File: config.mk
export PLATFORM = sky130hd
export DESIGN_NAME = rd_stream_master
export DESIGN_NICKNAME = d
export VERILOG_FILES = /design/src/rtl/rsm_pkg.sv /design/src/rtl/rsm_fifo.sv /design/src/rtl/rsm_credit.sv /design/src/rtl/rsm_issue.sv /design/src/rtl/rd_stream_master.sv
export SDC_FILE = /design/constraint.sdc
export NUM_CORES = 1
export LEC_CHECK = 0
export CORE_MARGIN = 4
export CORE_UTILIZATION = 38
export CTS_CLUSTER_SIZE = 40
export DETAILED_ROUTE_END_ITERATION = 6
export HOLD_SLACK_MARGIN = 0.03
export SLEW_MARGIN = 10
export SYNTH_ARGS = -nofsm -noshare
export SYNTH_HDL_FRONTEND = slang
export SYNTH_HIERARCHICAL = 1
export SYNTH_SLANG_ARGS = --single-unit
File: constraint.sdc
create_clock -name clk_i -period 3.83 [get_ports clk_i]
set_clock_uncertainty 0.1 [all_clocks]
set_input_delay 0.383 -clock clk_i [delete_from_list [all_inputs] [get_ports clk_i]]
set_output_delay 0.383 -clock clk_i [all_outputs]
set_load 0.005 [all_outputs]
File: src/rtl/rsm_pkg.sv
package rsm_pkg;
  typedef enum logic {
    ST_IDLE = 1'b0,
    ST_RUN  = 1'b1
  } rsm_state_e;
endpackage

File: src/rtl/rsm_fifo.sv
module rsm_fifo #(
  parameter int DATA_W = 16,
  parameter int DEPTH  = 8,
  localparam int AW    = $clog2(DEPTH),
  localparam int CNT_W = $clog2(DEPTH + 1)
) (
  input  logic              clk_i,
  input  logic              rst_ni,
  input  logic              push_i,
  input  logic [DATA_W-1:0] wdata_i,
  input  logic              pop_i,
  output logic [DATA_W-1:0] rdata_o,
  output logic [CNT_W-1:0]  count_o
);
  logic [DATA_W-1:0] mem_q [DEPTH];
  logic [AW-1:0]     wr_ptr_q, rd_ptr_q;
  logic [CNT_W-1:0]  cnt_q;

  assign rdata_o = mem_q[rd_ptr_q];
  assign count_o = cnt_q;

  always_ff @(posedge clk_i) begin
    if (push_i) mem_q[wr_ptr_q] <= wdata_i;
  end

  always_ff @(posedge clk_i or negedge rst_ni) begin
    if (!rst_ni) begin
      wr_ptr_q <= '0;
      rd_ptr_q <= '0;
      cnt_q    <= '0;
    end else begin
      if (push_i) wr_ptr_q <= wr_ptr_q + 1'b1;
      if (pop_i)  rd_ptr_q <= rd_ptr_q + 1'b1;
      case ({push_i, pop_i})
        2'b10:   cnt_q <= cnt_q + 1'b1;
        2'b01:   cnt_q <= cnt_q - 1'b1;
        default: cnt_q <= cnt_q;
      endcase
    end
  end
endmodule

File: src/rtl/rsm_credit.sv
module rsm_credit #(
  parameter int CNT_W = 4
) (
  input  logic             clk_i,
  input  logic             rst_ni,
  input  logic             inc_i,
  input  logic             dec_i,
  output logic [CNT_W-1:0] cnt_o
);
  logic [CNT_W-1:0] cnt_q;
  assign cnt_o = cnt_q;

  always_ff @(posedge clk_i or negedge rst_ni) begin
    if (!rst_ni) begin
      cnt_q <= '0;
    end else begin
      case ({inc_i, dec_i})
        2'b10:   cnt_q <= cnt_q + 1'b1;
        2'b01:   cnt_q <= cnt_q - 1'b1;
        default: cnt_q <= cnt_q;
      endcase
    end
  end
endmodule

File: src/rtl/rsm_issue.sv
module rsm_issue
  import rsm_pkg::*;
#(
  parameter int ADDR_W = 24,
  parameter int LEN_W  = 16
) (
  input  logic              clk_i,
  input  logic              rst_ni,
  input  logic              cmd_valid_i,
  input  logic [ADDR_W-1:0] cmd_addr_i,
  input  logic [LEN_W-1:0]  cmd_len_i,
  output logic              cmd_ready_o,
  input  logic              credit_ok_i,
  input  logic              accept_i,
  input  logic              rdv_i,
  input  logic              out_zero_i,
  output logic              read_o,
  output logic [ADDR_W-1:0] addr_o,
  output logic              done_o
);
  rsm_state_e        state_q;
  logic [ADDR_W-1:0] addr_q;
  logic [LEN_W-1:0]  issue_left_q, recv_left_q;
  logic              run;

  assign run         = (state_q == ST_RUN);
  assign cmd_ready_o = (state_q == ST_IDLE);
  // once raised, credit cannot shrink until accept, so the request holds
  assign read_o      = run && (issue_left_q != '0) && credit_ok_i;
  assign addr_o      = addr_q;
  assign done_o      = run && (recv_left_q == '0) && out_zero_i;

  always_ff @(posedge clk_i or negedge rst_ni) begin
    if (!rst_ni) begin
      state_q      <= ST_IDLE;
      addr_q       <= '0;
      issue_left_q <= '0;
      recv_left_q  <= '0;
    end else if (!run) begin
      if (cmd_valid_i) begin
        state_q      <= ST_RUN;
        addr_q       <= cmd_addr_i;
        issue_left_q <= cmd_len_i;
        recv_left_q  <= cmd_len_i;
      end
    end else begin
      if (accept_i) begin
        addr_q       <= addr_q + 1'b1;
        issue_left_q <= issue_left_q - 1'b1;
      end
      if (rdv_i && (recv_left_q != '0)) recv_left_q <= recv_left_q - 1'b1;
      if (done_o) state_q <= ST_IDLE;
    end
  end
endmodule

File: src/rtl/rd_stream_master.sv
module rd_stream_master #(
  parameter int ADDR_W     = 24,
  parameter int DATA_W     = 16,
  parameter int LEN_W      = 16,
  parameter int FIFO_DEPTH = 8,
  localparam int BE_W      = DATA_W / 8,
  localparam int CNT_W     = $clog2(FIFO_DEPTH + 1)
) (
  input  logic              clk_i,
  input  logic              rst_ni,
  input  logic              cmd_valid_i,
  output logic              cmd_ready_o,
  input  logic [ADDR_W-1:0] cmd_addr_i,
  input  logic [LEN_W-1:0]  cmd_len_i,
  output logic              mm_read_o,
  output logic [ADDR_W-1:0] mm_address_o,
  output logic [BE_W-1:0]   mm_byteenable_o,
  input  logic              mm_waitrequest_i,
  input  logic [DATA_W-1:0] mm_readdata_i,
  input  logic              mm_readdatavalid_i,
  output logic              st_valid_o,
  input  logic              st_ready_i,
  output logic [DATA_W-1:0] st_data_o,
  output logic              done_o
);
  logic [CNT_W-1:0] out_cnt, fifo_cnt;
  logic             accept, pop, credit_ok;

  assign accept          = mm_read_o && !mm_waitrequest_i;
  assign st_valid_o      = (fifo_cnt != '0);
  assign pop             = st_valid_o && st_ready_i;
  assign mm_byteenable_o = '1;
  assign credit_ok       = ({1'b0, out_cnt} + {1'b0, fifo_cnt}) < (CNT_W + 1)'(FIFO_DEPTH);

  rsm_issue #(.ADDR_W(ADDR_W), .LEN_W(LEN_W)) u_issue (
    .clk_i       (clk_i),
    .rst_ni      (rst_ni),
    .cmd_valid_i (cmd_valid_i),
    .cmd_addr_i  (cmd_addr_i),
    .cmd_len_i   (cmd_len_i),
    .cmd_ready_o (cmd_ready_o),
    .credit_ok_i (credit_ok),
    .accept_i    (accept),
    .rdv_i       (mm_readdatavalid_i),
    .out_zero_i  (out_cnt == '0),
    .read_o      (mm_read_o),
    .addr_o      (mm_address_o),
    .done_o      (done_o)
  );

  rsm_credit #(.CNT_W(CNT_W)) u_credit (
    .clk_i  (clk_i),
    .rst_ni (rst_ni),
    .inc_i  (accept),
    .dec_i  (mm_readdatavalid_i),
    .cnt_o  (out_cnt)
  );

  rsm_fifo #(.DATA_W(DATA_W), .DEPTH(FIFO_DEPTH)) u_fifo (
    .clk_i   (clk_i),
    .rst_ni  (rst_ni),
    .push_i  (mm_readdatavalid_i),
    .wdata_i (mm_readdata_i),
    .pop_i   (pop),
    .rdata_o (st_data_o),
    .count_o (fifo_cnt)
  );
endmodule

# Yosys cells after proc, flatten, opt, wreduce, memory -nomap -nowiden
# Memories as Yosys holds them, arrays and structs flattened.
# Index checks and enable logic that the tools add are counted.
[op_classes] addsub=10 multipliers=0 div_mod_pow=0 magnitude_cmp=1 eq_ne=6 shift=0 muxes=15 bitwise_logic=1 n_reduce_logical=18
[ops] op="16-bit 2-to-1 mux" n=5
[ops] op="24-bit 2-to-1 mux" n=3
[ops] op="16-bit nonzero test" n=2
[ops] op="16-bit by 1-bit subtractor with 16-bit output (second input constant)" n=2
[ops] op="24-bit by 1-bit adder with 24-bit output (second input constant)" n=1
[ops] op="16-bit logical NOT" n=1
[ops] op="4-bit one-hot mux with 2 select lines" n=2
[ops] op="4-bit by 1-bit adder with 4-bit output (second input constant)" n=2
[ops] op="4-bit by 1-bit subtractor with 4-bit output (second input constant)" n=2
[ops] op="1-bit logical AND" n=7
[ops] op="3-bit by 1-bit adder with 3-bit output (second input constant)" n=2
[ops] op="2-bit nonzero test" n=3
[ops] op="4-bit by 4-bit adder with 5-bit output" n=1
[ops] op="5-bit by 4-bit less-than comparator with 1-bit output (second input constant)" n=1
[ops] op="1-bit 2-to-1 mux" n=5
[ops] op="2-bit by 1-bit equality test with 1-bit output (second input constant)" n=2
[ops] op="2-bit equality test (second input constant)" n=2
[ops] op="4-bit logical NOT" n=1
[ops] op="2-bit AND reduction" n=2
[ops] op="4-bit nonzero test" n=1
[ops] op="2-bit by 1-bit != test with 1-bit output (second input constant)" n=1
[ops] op="2-bit != test (second input constant)" n=1
[ops] op="1-bit logical NOT" n=1
[ops] op="1-bit NOT" n=1
[totals] register_bits=71 latchBits=0 ramBits=128 rom_bits=0 inputBits=62 out_inout_bits=46 wordCells=60 mem_count=1
[mem_list] name="u_fifo.mem_q" depth=8 word_bits=16 rd=1 rd_ports_with_merged_regs=0 write_ports=1 line_no="rsm_fifo.sv:15" source="logic [DATA_W-1:0] mem_q [DEPTH];"

# Depth between registers and ports, before layout
[logic_depth] word_depth=6 depth_mapped=14 mapped_depth_nobuf=14

# Hierarchy
# The synthesis kept the hierarchy.
[modules_own_cells] module="rsm_fifo" instances=1 cells_each=238 area_each_um2=5460.2 seq_area_each_um2=4093.9
[modules_own_cells] module="rsm_issue" instances=1 cells_each=422 area_each_um2=3647.2 seq_area_each_um2=1426.4
[modules_own_cells] module="rsm_credit" instances=1 cells_each=23 area_each_um2=251.5 seq_area_each_um2=100.1
[modules_own_cells] module="rd_stream_master" instances=1 cells_each=12 area_each_um2=112.6 seq_area_each_um2=0.0

# Worst setup path after synthesis
# No wires, ideal clock.
[synth_path] path_kind="register -> register" start="register u_credit.cnt_q[1], in the netlist u_credit/cnt_o[1]" end="register u_issue.issue_left_q[14]" setup_ps=78 t_arrival_ps=3123 t_required_ps=3652 setup_slack_ps=530 stages_incl_launch_ff=11 n_path_buf=0 synth_period_minus_slack_ps=3300 path_cell_list="dfrtp_1 ha_1 a31o_2 a2111oi_2 o311a_1 nor2b_1 or4b_2 nor4_1 nand3b_1 xor2_1 a21oi_1"
[synth_between] elab_chain_len=6
[synth_rtl] item="from (decl)" line_no="rsm_credit.sv:10" source="logic [CNT_W-1:0] cnt_q;"
[synth_rtl] item="from (signal assigned)" line_no="rsm_credit.sv:18" source="2'b10: cnt_q <= cnt_q + 1'b1;"
[synth_rtl] item="from (signal assigned)" line_no="rsm_credit.sv:19" source="2'b01: cnt_q <= cnt_q - 1'b1;"
[synth_rtl] item="from (signal assigned)" line_no="rsm_credit.sv:20" source="default: cnt_q <= cnt_q;"
[synth_rtl] item="4-bit by 4-bit adder with 5-bit output" line_no="rd_stream_master.sv:33" source="assign credit_ok = ({1'b0, out_cnt} + {1'b0, fifo_cnt}) < (CNT_W + 1)'(FIFO_DEPTH);"
[synth_rtl] item="5-bit by 4-bit less-than comparator with 1-bit output" line_no="rd_stream_master.sv:33"
[synth_rtl] item="via credit_ok" line_no="rd_stream_master.sv:27" source="logic accept, pop, credit_ok;"
[synth_rtl] item="1-bit logical AND" line_no="rsm_issue.sv:29" source="assign read_o = run && (issue_left_q != '0) && credit_ok_i;"
[synth_rtl] item="via mm_read_o" line_no="rd_stream_master.sv:15" source="output logic mm_read_o,"
[synth_rtl] item="1-bit logical AND" line_no="rd_stream_master.sv:29" source="assign accept = mm_read_o && !mm_waitrequest_i;"
[synth_rtl] item="via accept" line_no="rd_stream_master.sv:27"
[synth_rtl] item="2-bit by 1-bit != test with 1-bit output (no source line)"
[synth_rtl] item="2-bit AND reduction (no source line)"
[synth_rtl] item="to (signal assigned)" line_no="rsm_issue.sv:43" source="issue_left_q <= cmd_len_i;"
[synth_rtl] item="to (signal assigned)" line_no="rsm_issue.sv:49" source="issue_left_q <= issue_left_q - 1'b1;"
[synth_rtl] item="to (decl)" line_no="rsm_issue.sv:23" source="logic [LEN_W-1:0] issue_left_q, recv_left_q;"
# The timed path passes the listed nets, and every way through them passes these cells.
# A chain may end at the register's enable or synchronous reset.

# Worst setup path after layout
[layout_path] start="register u_credit.cnt_q[1], in the netlist u_credit/cnt_o[1]" end="register u_credit.cnt_q[3], in the netlist u_credit/cnt_o[3]"
[layout_between] elab_chain_len=6 word_cells_on_any_way=10 cone_classes="add/sub (3); order compare (1); eq/ne (2); mux (1); reduce/logical (3)"
[layout_rtl] item="4-bit by 4-bit adder with 5-bit output (*)" line_no="rd_stream_master.sv:33"
[layout_rtl] item="5-bit by 4-bit less-than comparator with 1-bit output (*)" line_no="rd_stream_master.sv:33"
[layout_rtl] item="via credit_ok" line_no="rd_stream_master.sv:27"
[layout_rtl] item="1-bit logical AND (*)" line_no="rsm_issue.sv:29"
[layout_rtl] item="1-bit logical AND (*)" line_no="rd_stream_master.sv:29"
[layout_rtl] item="via accept" line_no="rd_stream_master.sv:27"
[layout_rtl] item="2-bit by 1-bit equality test with 1-bit output or 2-bit equality test (tied branches)" line_no="rsm_credit.sv:17" source="case ({inc_i, dec_i})"
[layout_rtl] item="4-bit one-hot mux with 2 select lines or 2-bit nonzero test (tied branches)"
# Mark *: on every way through the listed nets, which the timed path passes. The rest lies on a longest branch.

==> results.yml <==
route:
  vias_per_cell: 5.36
  drcViolationCount: 0
  wire_per_inst_microns: 18.6
  dr.pass1.iters: 5
  antenna_left: 0
  finalWirelength_microns: 21400
  drt-initial-drc-count: 368
  vias: 6171
timing:
  final-max-slew-violation-count: 0
  fmax_ghz: 0.288
  min_period_ns: 3.47
  setup_tns_ns: 0
  setup_viol: 0
  hold_viol: 0
  timing.slew.headroom_pct: 35.8
  grt_setup_unrepaired: "false"
  worst_slew_pin_slew_ns: 0.954
  min_period_over_period_pct: 90.5
global_route:
  grt_pass1_vias: 6314
  grt_max_degree: 72
  globalRouteTotalUtil_pct: 15.6
  grt_pass1_wl_microns: 34500
  grt-ovfl-total: 0
  antenna_found_initial: 1
yosys:
  synth-main-ff-cell: "edfxtp_1"
  yosys.area.top_type: "edfxtp_1"
  yosysSeqAreaShare_pct: 59.3
  synth_edf_count: 128
  synth_seq_cells: 199
  synth_top_area_share_pct: 40.6
  yosys-top-cells-area: "edfxtp_1 (41%), dfrtp_1 (19%), mux4_1 (6.9%), a21oi_1 (2.6%), xor2_1 (2.5%)"
  synth_warnings: 6
  synth.distinct_cells: 70
  syn-instance-count: 695
  synthesis.area_sq_um: 9470
  async_flop_share_pct: 35.7
  synth.avg_cell_area_sq_um: 13.6
die:
  die_x_microns: 166
  design.core.area_sq_um: 24400
  die-area_sq_um: 27500
  num_io_pins: 108
  start_util_pct: 38.8
  row_count: 57
  die_y_microns: 166
setup_path:
  critPathRequiredTime_ns: 4.09
  critPathLaunchType: "flip-flop"
  cp.arrival_ns: 3.72
  rr_endpoint: "u_credit/cnt_o[3]"
  r2r_start: "u_credit/cnt_o[1]"
  slowest_stage: "dfrtp_1"
  cp_num_buf_inv: 1
  path_class: "reg2reg"
  cp_max_fo: 8
  crit_family: "compound AO/OA/AOI/OAI gates"
  worstRegToRegCells: 11
  r2r_slack_ns: 0.36
  endpoint_kind: "flip-flop"
  crit_top_cell: "ha_1"
  path_cells: "ha_1, a31o_2, a2111oi_2, o311a_1, nor2b_2, inv_1, ha_1, nand2b_1, or4b_1, a31oi_1, xor2_1"
  max_stage_delay_ns: 0.46
power_and_ir_drop:
  p_leak_uw: 0.00421
  vdd_ir_drop_max_uv: 323
  cellPowerDensity_nw_per_um2: 658
clock_tree:
  cts_max_level: 4
  clockBufferDepth: 2
  cts.sinks: 199
  cts.clk_slew.worst_paths_ns: 0.08
  clockRootBuffer: "clkbuf_16"
  tritoncts: "built"
  numCtsBuffers: 17
  cts_setup_buffers: 0
  insertion_delay_ns: 0.44
place:
  dpl.hpwl_microns: 14500
  globalplace.congestion: 0.802
  numPortBuffers: 105
  placedCellCount: 1119
cells_and_area:
  areaGrowthSynthToFinish_pct: 22.9
  nNetsFinal: 891
  final_common_cell: "edfxtp_1"
  final_cell_mix: "edfxtp_1 (128), clkdlybuf4s50_1 (103), dfrtp_1 (69), a21oi_1 (50), nand2_1 (44)"
  antenna_cells: 0
  drive_gt1_share_pct: 13.5
  instances_no_fill: 1152
worst_hold_path:
  hold_class: "in2reg"
  min_to: "u_issue/issue_left_q[10]"
  whs_path_depth: 3
  hp-start: "cmd_valid_i"
run:
  max_cap_viol_count: 0
outcome:
  status: "finished clean"
[synthesized netlist by cell type, drive strengths merged (2+ instances only)]
cell    count
a41oi       2
or4         6
o22ai       2
nor3       14
dfrtp      71
clkbuf     18
or4b        3
mux2       21
buf        17
nand3b      4
a22oi       3
a21oi      50
ha         14
xor2       27
inv        13
edfxtp    128
and4        3
o311ai      5
a32oi       2
and3        5
mux2i       9
nor3b       2
nor2       34
o32ai       2
nor4       10
or3         9
a31oi       4
mux4       32
o21ai      19
nand3      18
nand4       9
a211oi     22
o211ai      9
xnor2      15
nand2b      7
nand2      45
and2        9
nor2b      19
clkinv      2
[cell type report]
type | count | area [sq um]
Clock buffer | 17 | 425
Inverter | 15 | 56.3
Multi-Input combinational cell | 447 | 3630
Fill cell | 2170 | 12700
Clock inverter | 15 | 226
Tap cell | 324 | 405
Sequential cell | 199 | 5620
Timing Repair Buffer | 135 | 1270
[cells by family after synthesis]
kind of cell	count (synthesis)	synth area share, %
flip-flops	199	59.3
AND/OR/NAND/NOR	199	11.6
AO/OA/AOI/OAI	128	8.63
multiplexers	62	12.1
buffers and inverters	50	2.54
XOR/XNOR	42	3.88
adder cells (fa/ha/maj)	14	1.85
other	1	0.0396
[worst max path at each step]
stage / from / end / slack [ns] / depth (start not counted)
2_1_floorplan: u_credit/cnt_o[1] / u_issue/issue_left_q[14] / 0.53 / 10
3_3_place_gp: u_credit/cnt_o[1] / u_issue/issue_left_q[14] / 0.27 / 10
3_5_place_dp: u_credit/cnt_o[1] / u_issue/issue_left_q[14] / 0.16 / 10
4_1_cts: u_credit/cnt_o[1] / u_issue/issue_left_q[14] / 0.11 / 10
5_1_grt: u_credit/cnt_o[1] / u_credit/cnt_o[3] / 0.09 / 11
6_report: u_credit/cnt_o[1] / u_credit/cnt_o[3] / 0.36 / 11
[stage by stage]
stage | worst slack, ns | power [uW] | hold WS, ns | area [sq um] | util, %
after detailed placement | 0.163 | 5810 | 0.405 | 11000 | 45.0
after global routing | 0.0934 | 8130 | 0.369 | 11600 | 47.7
after global placement | 0.271 | 5770 | 0.402 | 11000 | 45.0
after CTS | 0.114 | 7750 | 0.325 | 11600 | 47.7
after floorplan | 0.530 | 4780 | -0.0126 | 9480 | -
final | 0.363 | 7660 | 0.345 | 11600 | 47.7
[flip-flops by register name (all words and copies together), names as in the netlist]
register	count
u_fifo/mem_q	128
u_fifo/count_o	4
u_fifo/rd_ptr_q	3
u_issue/run	1
u_issue/issue_left_q	16
u_issue/recv_left_q	16
u_credit/cnt_o	4
u_fifo/wr_ptr_q	3
u_issue/addr_o	24
[routing by layer]
layer | up-vias | track usage (%) | routed length, microns | part of all wire (%)
met4 | 2 | 3.66 | 185 | 0.86
met1 | 3062 | 21.8 | 9990 | 47
met3 | 16 | 3.67 | 1180 | 5.5
met2 | 172 | 24.8 | 10000 | 47
li1 | 2919 | - | - | -
met5 | - | 0 | 20 | 0.093
[report_power, final]
group          total [uW]  switching [uW]  internal, uW
clock                1910             977           934
sequential           3230             470          2760
combinational        2520            1090          1430
[worst min-delay path, stage by stage]
cell and delay [ns]:
buf_2 0.20, mux2i_1 0.18, a21oi_1 0.08
[repair_timing]
| item | CTS | global route |
|---|---|---|
| endpoints found under the hold margin | 48 | 0 |
| endpoints found under the setup margin | 0 | 4 |
| gates resized for setup | 0 | 2 |
| hold buffers | 1 | 0 |
Power figures use the tool's default switching activity.
